==> src/rtl/tat_pkg.sv <==
package tat_pkg;
    typedef enum logic [1:0] {
        MD_LINEAR = 2'b00,
        MD_XMAJOR = 2'b01,
        MD_YMAJOR = 2'b10,
        MD_LINALT = 2'b11
    } mode_e;

    typedef enum logic {
        ST_EMPTY = 1'b0,
        ST_FULL  = 1'b1
    } stage_e;

    // Tile geometry, as log2 values
    localparam int TILE_LG  = 12; // 4096-byte tile
    localparam int UNIT_LG  = 4;  // 16-byte unit in tall tiles
    localparam int YT_W_LG  = 7;  // tall tile: 128 bytes wide
    localparam int YT_H_LG  = 5;  // tall tile: 32 rows
    localparam int XT_W_LG  = 9;  // wide tile: 512 bytes wide
    localparam int XT_H_LG  = 3;  // wide tile: 8 rows
    localparam int SWZ_SRC  = 9;
    localparam int SWZ_DST  = 6;
endpackage

==> src/rtl/tat_linmap.sv <==
module tat_linmap #(
    parameter int X_W     = 16,
    parameter int Y_W     = 16,
    parameter int PITCH_W = 16,
    parameter int ADDR_W  = 32
) (
    input  logic [X_W-1:0]     x,
    input  logic [Y_W-1:0]     y,
    input  logic [PITCH_W-1:0] pitch,
    output logic [ADDR_W-1:0]  addr
);
    always_comb begin
        addr = ADDR_W'(y) * ADDR_W'(pitch) + ADDR_W'(x);
    end
endmodule

==> src/rtl/tat_xmap.sv <==
module tat_xmap
    import tat_pkg::*;
#(
    parameter int X_W     = 16,
    parameter int Y_W     = 16,
    parameter int PITCH_W = 16,
    parameter int ADDR_W  = 32
) (
    input  logic [X_W-1:0]     x,
    input  logic [Y_W-1:0]     y,
    input  logic [PITCH_W-1:0] pitch,
    output logic [ADDR_W-1:0]  addr,
    output logic               pitch_ok
);
    logic [ADDR_W-1:0]  row_base;
    logic [ADDR_W-1:0]  col_base;
    logic [TILE_LG-1:0] in_tile;

    always_comb begin
        // one tile row spans pitch * rows-per-tile bytes
        row_base = (ADDR_W'(y >> XT_H_LG) * ADDR_W'(pitch)) << XT_H_LG;
        col_base = ADDR_W'(x >> XT_W_LG) << TILE_LG;
        in_tile  = {y[XT_H_LG-1:0], x[XT_W_LG-1:0]};
        addr     = row_base + col_base + ADDR_W'(in_tile);
        pitch_ok = (pitch[XT_W_LG-1:0] == '0);
    end
endmodule

==> src/rtl/tat_ymap.sv <==
module tat_ymap
    import tat_pkg::*;
#(
    parameter int X_W     = 16,
    parameter int Y_W     = 16,
    parameter int PITCH_W = 16,
    parameter int ADDR_W  = 32
) (
    input  logic [X_W-1:0]     x,
    input  logic [Y_W-1:0]     y,
    input  logic [PITCH_W-1:0] pitch,
    input  logic               swz,
    output logic [ADDR_W-1:0]  addr,
    output logic               pitch_ok
);
    logic [ADDR_W-1:0]  row_base;
    logic [ADDR_W-1:0]  col_base;
    logic [TILE_LG-1:0] raw_off;
    logic [TILE_LG-1:0] fin_off;

    always_comb begin
        row_base = (ADDR_W'(y >> YT_H_LG) * ADDR_W'(pitch)) << YT_H_LG;
        col_base = ADDR_W'(x >> YT_W_LG) << TILE_LG;
        // units stored column-first: {unit column, row, byte in unit}
        raw_off  = {x[YT_W_LG-1:UNIT_LG], y[YT_H_LG-1:0], x[UNIT_LG-1:0]};
        fin_off  = raw_off;
        fin_off[SWZ_DST] = raw_off[SWZ_DST] ^ (swz & raw_off[SWZ_SRC]);
        addr     = row_base + col_base + ADDR_W'(fin_off);
        pitch_ok = (pitch[YT_W_LG-1:0] == '0);
    end
endmodule

==> src/rtl/tat_xlate.sv <==
module tat_xlate
    import tat_pkg::*;
#(
    parameter int X_W     = 16,
    parameter int Y_W     = 16,
    parameter int PITCH_W = 16,
    parameter int ADDR_W  = 32
) (
    input  logic               clk,
    input  logic               rst_n,
    input  logic               in_valid,
    input  logic [X_W-1:0]     in_x,
    input  logic [Y_W-1:0]     in_y,
    input  logic [PITCH_W-1:0] in_pitch,
    input  logic [1:0]         in_mode,
    input  logic               in_swz,
    output logic               out_valid,
    output logic [ADDR_W-1:0]  out_addr,
    output logic               out_bad_pitch
);
    logic [ADDR_W-1:0] lin_addr, xt_addr, yt_addr;
    logic              xt_ok, yt_ok;
    logic [ADDR_W-1:0] nxt_addr;
    logic              nxt_bad;
    mode_e             mode;
    stage_e            stage, stage_nxt;
    logic [ADDR_W-1:0] addr_q;
    logic              bad_q;

    assign mode = mode_e'(in_mode);

    tat_linmap #(.X_W(X_W), .Y_W(Y_W), .PITCH_W(PITCH_W), .ADDR_W(ADDR_W)) u_lin (
        .x(in_x), .y(in_y), .pitch(in_pitch), .addr(lin_addr)
    );

    tat_xmap #(.X_W(X_W), .Y_W(Y_W), .PITCH_W(PITCH_W), .ADDR_W(ADDR_W)) u_xmap (
        .x(in_x), .y(in_y), .pitch(in_pitch), .addr(xt_addr), .pitch_ok(xt_ok)
    );

    tat_ymap #(.X_W(X_W), .Y_W(Y_W), .PITCH_W(PITCH_W), .ADDR_W(ADDR_W)) u_ymap (
        .x(in_x), .y(in_y), .pitch(in_pitch), .swz(in_swz),
        .addr(yt_addr), .pitch_ok(yt_ok)
    );

    // layout selection and pitch check
    always_comb begin
        unique case (mode)
            MD_XMAJOR: begin
                nxt_bad  = !xt_ok;
                nxt_addr = xt_ok ? xt_addr : '0;
            end
            MD_YMAJOR: begin
                nxt_bad  = !yt_ok;
                nxt_addr = yt_ok ? yt_addr : '0;
            end
            MD_LINEAR, MD_LINALT: begin
                nxt_bad  = 1'b0;
                nxt_addr = lin_addr;
            end
        endcase
    end

    // output stage transitions
    always_comb begin
        unique case (stage)
            ST_EMPTY: stage_nxt = in_valid ? ST_FULL : ST_EMPTY;
            ST_FULL:  stage_nxt = in_valid ? ST_FULL : ST_EMPTY;
        endcase
    end

    // state register
    always_ff @(posedge clk or negedge rst_n) begin
        if (!rst_n) stage <= ST_EMPTY;
        else        stage <= stage_nxt;
    end

    // output registers
    always_ff @(posedge clk or negedge rst_n) begin
        if (!rst_n) begin
            addr_q <= '0;
            bad_q  <= 1'b0;
        end else if (in_valid) begin
            addr_q <= nxt_addr;
            bad_q  <= nxt_bad;
        end
    end

    assign out_valid     = (stage == ST_FULL);
    assign out_addr      = addr_q;
    assign out_bad_pitch = bad_q;

    AST_VALID_DELAY: assert property (@(posedge clk) disable iff (!rst_n)
        in_valid |=> out_valid);
    AST_IDLE_DELAY: assert property (@(posedge clk) disable iff (!rst_n)
        !in_valid |=> !out_valid);
    AST_IDLE_HOLD: assert property (@(posedge clk) disable iff (!rst_n)
        !in_valid |=> ($stable(out_addr) && $stable(out_bad_pitch)));
    AST_BAD_ZERO: assert property (@(posedge clk) disable iff (!rst_n)
        out_bad_pitch |-> (out_addr == '0));
    AST_LIN_NOFLAG: assert property (@(posedge clk) disable iff (!rst_n)
        (in_valid && (in_mode == 2'b00 || in_mode == 2'b11)) |=> !out_bad_pitch);
    AST_LOW_NIBBLE: assert property (@(posedge clk) disable iff (!rst_n)
        (in_valid && in_mode == 2'b10 && in_pitch[6:0] == 7'd0)
        |=> (out_addr[3:0] == $past(in_x[3:0])));
endmodule

==> config.mk <==
export PLATFORM = sky130hd
export DESIGN_NAME = tat_xlate
export DESIGN_NICKNAME = d
export VERILOG_FILES = /design/src/rtl/tat_pkg.sv /design/src/rtl/tat_linmap.sv /design/src/rtl/tat_xmap.sv /design/src/rtl/tat_ymap.sv /design/src/rtl/tat_xlate.sv
export SDC_FILE = /design/constraint.sdc
export NUM_CORES = 1
export LEC_CHECK = 0
export CORE_MARGIN = 1
export CORE_UTILIZATION = 25
export DETAILED_ROUTE_END_ITERATION = 12
export SETUP_SLACK_MARGIN = 0.2
export SYNTH_ARGS = -nofsm -noshare
export SYNTH_HDL_FRONTEND = slang
export SYNTH_SLANG_ARGS = --single-unit
export TNS_END_PERCENT = 100
==> constraint.sdc <==
create_clock -name clk -period 0.9 [get_ports clk]
set_input_delay 0.135 -clock clk [delete_from_list [all_inputs] [get_ports clk]]
set_output_delay 0.135 -clock clk [all_outputs]
set_load 0.005 [all_outputs]
# --- Yosys cells after proc, flatten, opt, wreduce, memory -nomap -nowiden ---
# Cells that the tools add are included.
op_classes:
  add_sub_neg: 5
  mul: 3
  div: 0
  order_cmp: 0
  eq_ne: 3
  shifts: 0
  n_mux: 5
  bitwise_logic: 2
  reduce_logical: 6
ops:
  columns: ["op", "count"]
  rows:
  - ["32-bit one-hot mux with 3 select lines", 1]
  - ["32-bit by 12-bit adder with 32-bit output", 2]
  - ["32-bit two-way mux", 2]
  - ["32-bit by 16-bit adder with 32-bit output", 1]
  - ["32-bit by 19-bit adder with 32-bit output", 1]
  - ["32-bit by 21-bit adder with 32-bit output", 1]
  - ["16-bit by 16-bit multiplier with 32-bit output", 1]
  - ["13-bit by 16-bit multiplier with 29-bit output", 1]
  - ["11-bit by 16-bit multiplier with 27-bit output", 1]
  - ["9-bit logical NOT", 1]
  - ["7-bit logical NOT", 1]
  - ["2-bit equality test, second input constant", 2]
  - ["1-bit one-hot mux with 3 select lines", 1]
  - ["2-bit by 1-bit equality test with 1-bit output, second input constant", 1]
  - ["1-bit logical NOT", 2]
  - ["2-bit logical NOT", 1]
  - ["2-bit OR reduction", 1]
  - ["1-bit AND", 1]
  - ["1-bit two-way mux", 1]
  - ["1-bit bitwise XOR", 1]
word_totals:
  reg_bits: 34
  latch_bits: 0
  ram_bits: 0
  rom_bits: 0
  in_bits: 54
  wordCells: 27
  memories: 0

# --- Logic depth before layout (Yosys ltp) ---
logic_depth:
  word_depth: 5
  ltp_mapped: 31
  mapped_depth_nobuf: 30

# --- Modules after synthesis ---
# Synthesis repeated with hierarchy kept, for this count alone.
hier_totals:
  hier_cells: 3077
  area_unflattened_um2: 26125.1
by_module_without_submodules:
  columns: ["mod", "instances", "cells_each", "area_each_um2", "seq_area_each_um2"]
  rows:
  - ["tat_linmap", 1, 1082, 9208.8, 0.0]
  - ["tat_xmap", 1, 963, 7920.1, 0.0]
  - ["tat_ymap", 1, 837, 6830.3, 0.0]
  - ["tat_xlate", 1, 195, 2165.8, 850.8]

# --- Worst setup path after synthesis ---
# No wires, ideal clock.
synth_timing:
  path_type: "input port to flip-flop"
  from: "input port in_pitch[5]"
  to: "register addr_q[27] (netlist: out_addr[27])"
  setup_time_ns: 0.137
  arrival_time_ns: 6.191
  required_time_ns: 0.763
  setup_slack_ns: -5.428
  path_stages: 27
  path_cell_list: "clkbuf_1 -> nand2_1 -> fa_1 -> inv_1 -> fa_1 -> fa_1 -> fa_1 -> inv_1 -> fa_1 -> inv_1 -> ha_1 -> a21oi_1 -> o21ai_2 -> o21ai_0 -> nand2_1 -> a21o_1 -> a21oi_1 -> xnor2_1 -> ha_1 -> inv_1 -> nor2_1 -> o311ai_0 -> a311oi_1 -> nand3_1 -> xnor2_1 -> a222oi_1 -> a21oi_1"
synth_via:
  elab_chain_len: 5
synth_rtl:
  columns: ["element", "line", "text"]
  rows:
  - ["start: declaration", "tat_xlate.sv:14", "input logic [PITCH_W-1:0] in_pitch,"]
  - ["11-bit by 16-bit multiplier with 27-bit output / 13-bit by 16-bit multiplier with 29-bit output (equally long branches)", "tat_ymap.sv:22, tat_xmap.sv:21", null]
  - ["32-bit by 21-bit adder with 32-bit output / 32-bit by 19-bit adder with 32-bit output (equally long branches)", "tat_ymap.sv:28, tat_xmap.sv:24", null]
  - ["32-bit by 12-bit adder with 32-bit output, on equally long branches", "tat_ymap.sv:28, tat_xmap.sv:24", null]
  - ["32-bit two-way mux, on equally long branches", "tat_xlate.sv:54, tat_xlate.sv:50", null]
  - ["32-bit one-hot mux with 3 select lines *", "tat_xlate.sv:47", "unique case (mode)"]
  - ["end signal: assignment", "tat_xlate.sv:83", "addr_q <= nxt_addr;"]
  - ["end: declaration", "tat_xlate.sv:27", "logic [ADDR_W-1:0] addr_q;"]
# Every way passes the cells marked *; elsewhere a longest branch is shown, timed or not.
# A chain may end at the register's enable or synchronous reset.

# --- Worst setup path after layout ---
layout_timing:
  from: "input port in_pitch[5]"
  to: "register addr_q[22] (netlist: out_addr[22])"
# The elaborated chain is that of the path after synthesis.

==> results_dict.tcl <==
set metrics [dict create \
    yosys_most_used_dff "dfrtp_1" \
    grt_max_degree 35 \
    crit_arrival_ns 6.24 \
    cpMostUsedCell "fa_1" \
    netlist_area_um2 20460 \
    r2r-end "out_addr[18]" \
    areaGrowthSynthToFinish_pct 53.53 \
    drive_gt1_share_pct 40.33 \
    dpl_cell_area_um2 27940 \
    htree_levels 2 \
    hpwl_mm 58.05 \
    clock_latency_ns 0.28 \
    synth_top_area_share_pct 37.48 \
    fp.dieArea_um2 82980 \
    ys_ff_latch 34 \
    ctsRootBufferMaster "clkbuf_16" \
    fmax_ghz 0.1653 \
    finalClockSkew_ns 0 \
    hold_class "in -> reg" \
    hold_viol_final 0 \
    critPathRequiredTime_ns 1.09 \
    worstSetupPathType "in -> reg" \
    synth.most_common_cell "inv_1" \
    start_kind "primary input" \
    avgViaCountPerCell 4.487 \
    cp_slowest_stage_delay_ns 0.57 \
    wl_per_cell_um 16.30 \
    cts_made_buffers 5 \
    io_buffers 87 \
    rsz0062_at_grt "yes" \
    seq_area_um2 850.8 \
    synth_warnings 0 \
    place.gp.congestion 0.8887 \
    synth-async-reset-ratio_pct 100.0 \
    die_h_um 288.1 \
    crit_fanout 8 \
    postRouteAntennaNets 0 \
    yosysTopAreaCell "fa_1" \
    worst_slack_ns -5.150 \
    die_w_um 288.1 \
    reg2reg_from "out_addr[18]" \
    cts_hold_buffers 0 \
    crit_slowest_cell "fa_1" \
    tightestPinTransition_ns 0.6342 \
    io-pin-count 88 \
    design.core.area_um2 80810 \
    synthCells 2362 \
    cts_tree "yes" \
    yosysUniqueCellTypes 82 \
    initial_core_util_pct 25.32 \
    num-fill-cells 7918 \
    seq_area_frac_synth_pct 4.159 \
    status "finished with violations" \
    fin_crit_ns 6.050 \
    hold_path_end "out_valid" \
    clkTransAtPathRegs_ns 0.06 \
    synth_common_cells "597 x inv_1, 383 x fa_1, 243 x ha_1, 190 x nand2_1, 147 x and2_1" \
    timing.final.crit_share_pct 672.3 \
    multiInputGateArea_um2 19580 \
    critPathLaunch "in_pitch[5]" \
    cts.sinks 34 \
    hold_start "in_valid" \
    synth_nets 3042 \
    violations "DRC, setup timing" \
    totalWireLength_mm 68.45 \
    avgSynthCellArea_um2 8.661 \
    clockBufferDepth 2 \
    finalMaxSlewViolations 0 \
    finalSetupTns_ns -134.02 \
    grt_pass1_wl_mm 108.0 \
    fin_nets 3816 \
    relSlewSlack_pct 57.40 \
    crit_path_end_kind "register" \
    synth_area_leaders "fa_1 37%, ha_1 15%, inv_1 11%, and2_1 4.5%, dfrtp_1 4.2%" \
    vias 18840 \
    dr.pass1.iters 11 \
    setup_viol 66 \
    antenna_found_initial 2 \
    rrSetupSlack_ns -0.09 \
    synth-edff-count 0 \
    final_area_um2 31410 \
    fp-row-count 104 \
    globalRoute.totalOverflow 0 \
    rr_worst_depth 3 \
    drc 2 \
    detail_route.iter0.violations 871 \
    grt.total_usage_pct 16.63 \
    grt_pass1_vias 20390 \
    maxCapViolCount 0 \
    min_delay_path_depth 1 \
]
per-layer routing:
metal / vias up / share of wire (%) / track usage [%]
li1: 8994 / - / -
met1: 9382 / 42 / 20.84
met2: 377 / 51 / 30.31
met3: 82 / 3.8 / 1.426
met4: 0 / 2.8 / 4.392
met5: - / 0 / 0
cells in the final DEF (no fill, tap or decap), types with 18 or more instances in the layout:
master / n
clkdlybuf4s50_1: 20
o21a_1: 28
ha_1: 176
a21oi_1: 65
nand2_4: 18
fa_1: 358
nand3_1: 18
buf_4: 598
nor2_1: 65
ha_4: 55
nand2_2: 28
and2_1: 103
inv_1: 540
nand2_1: 142
and2_4: 44
nor3_1: 23
buf_2: 43
xor2_1: 29
xnor2_1: 47
a21o_1: 41
buf_12: 37
buf_6: 102
a21oi_2: 39
fa_2: 25
dfrtp_1: 34
inv_2: 57
state kept, by name, summed over array words and instances (netlist names):
name           count
out_addr          32
out_bad_pitch      1
out_valid          1
area by class of cell:
type | count | share of cell area, %
Tap cell | 1060 | 4.223
Sequential cell | 34 | 2.709
Antenna cell | 1 | 0.007967
Timing Repair Buffer | 829 | 23.05
Multi-Input combinational cell | 1669 | 62.35
Clock inverter | 2 | 0.1195
Clock buffer | 6 | 0.4103
Inverter | 597 | 7.135
logic make-up (layout without fill, tap and decap cells):
group / after synthesis / count (layout) / synth area share, %
AO/OA/AOI/OAI: 363 / 363 / 12.12
XOR/XNOR: 105 / 105 / 4.532
adder cells (fa/ha/maj): 626 / 626 / 52.34
buffers and inverters: 659 / 1434 / 12.13
flip-flops: 34 / 34 / 4.159
multiplexers: 6 / 6 / 0.2997
other: 0 / 1 / 0
AND/OR/NAND/NOR: 569 / 569 / 14.42
through the flow:
stage | setup WS [ns] | hold slack [ns] | util (%) | instances
3_5_place_dp | -5.923 | 0.3295 | 34.58 | 4047
5_1_grt | -5.372 | 0.03513 | 38.87 | 4198
3_3_place_gp | -5.906 | 0.3260 | 34.58 | 4047
6_report | -5.150 | 0.03517 | 38.87 | 4198
4_1_cts | -5.214 | 0.03596 | 37.50 | 4164
2_1_floorplan | -4.898 | -0.1606 | - | 2362
critical path: cells and delay by family:
kind	cells	cell delay, ns
AOI/OAI and AO/OA	5	0.98
and+or+nand+nor	5	0.68
adders and majority gates	7	3.23
xor gates and xnor gates	2	0.36
buffers and inverters	9	0.85
worst max path at each step:
stage | end | slack, ns | depth (start not counted)
finish | out_addr[22] | -5.15 | 28
global placement | out_addr[27] | -5.91 | 25
CTS | out_addr[31] | -5.21 | 26
floorplan | out_addr[31] | -4.90 | 24
global route | out_addr[22] | -5.37 | 28
detailed placement | out_addr[24] | -5.92 | 27
what timing repair did:
item	in CTS	in global routing
gates cloned	4	0
pin swaps	246	198
setup buffers	105	33
resized for setup	589	223
endpoints found under the setup margin	67	67
Power is not shown: default switching activity piles up to over one toggle a cycle in this logic, so the estimate is an artifact.
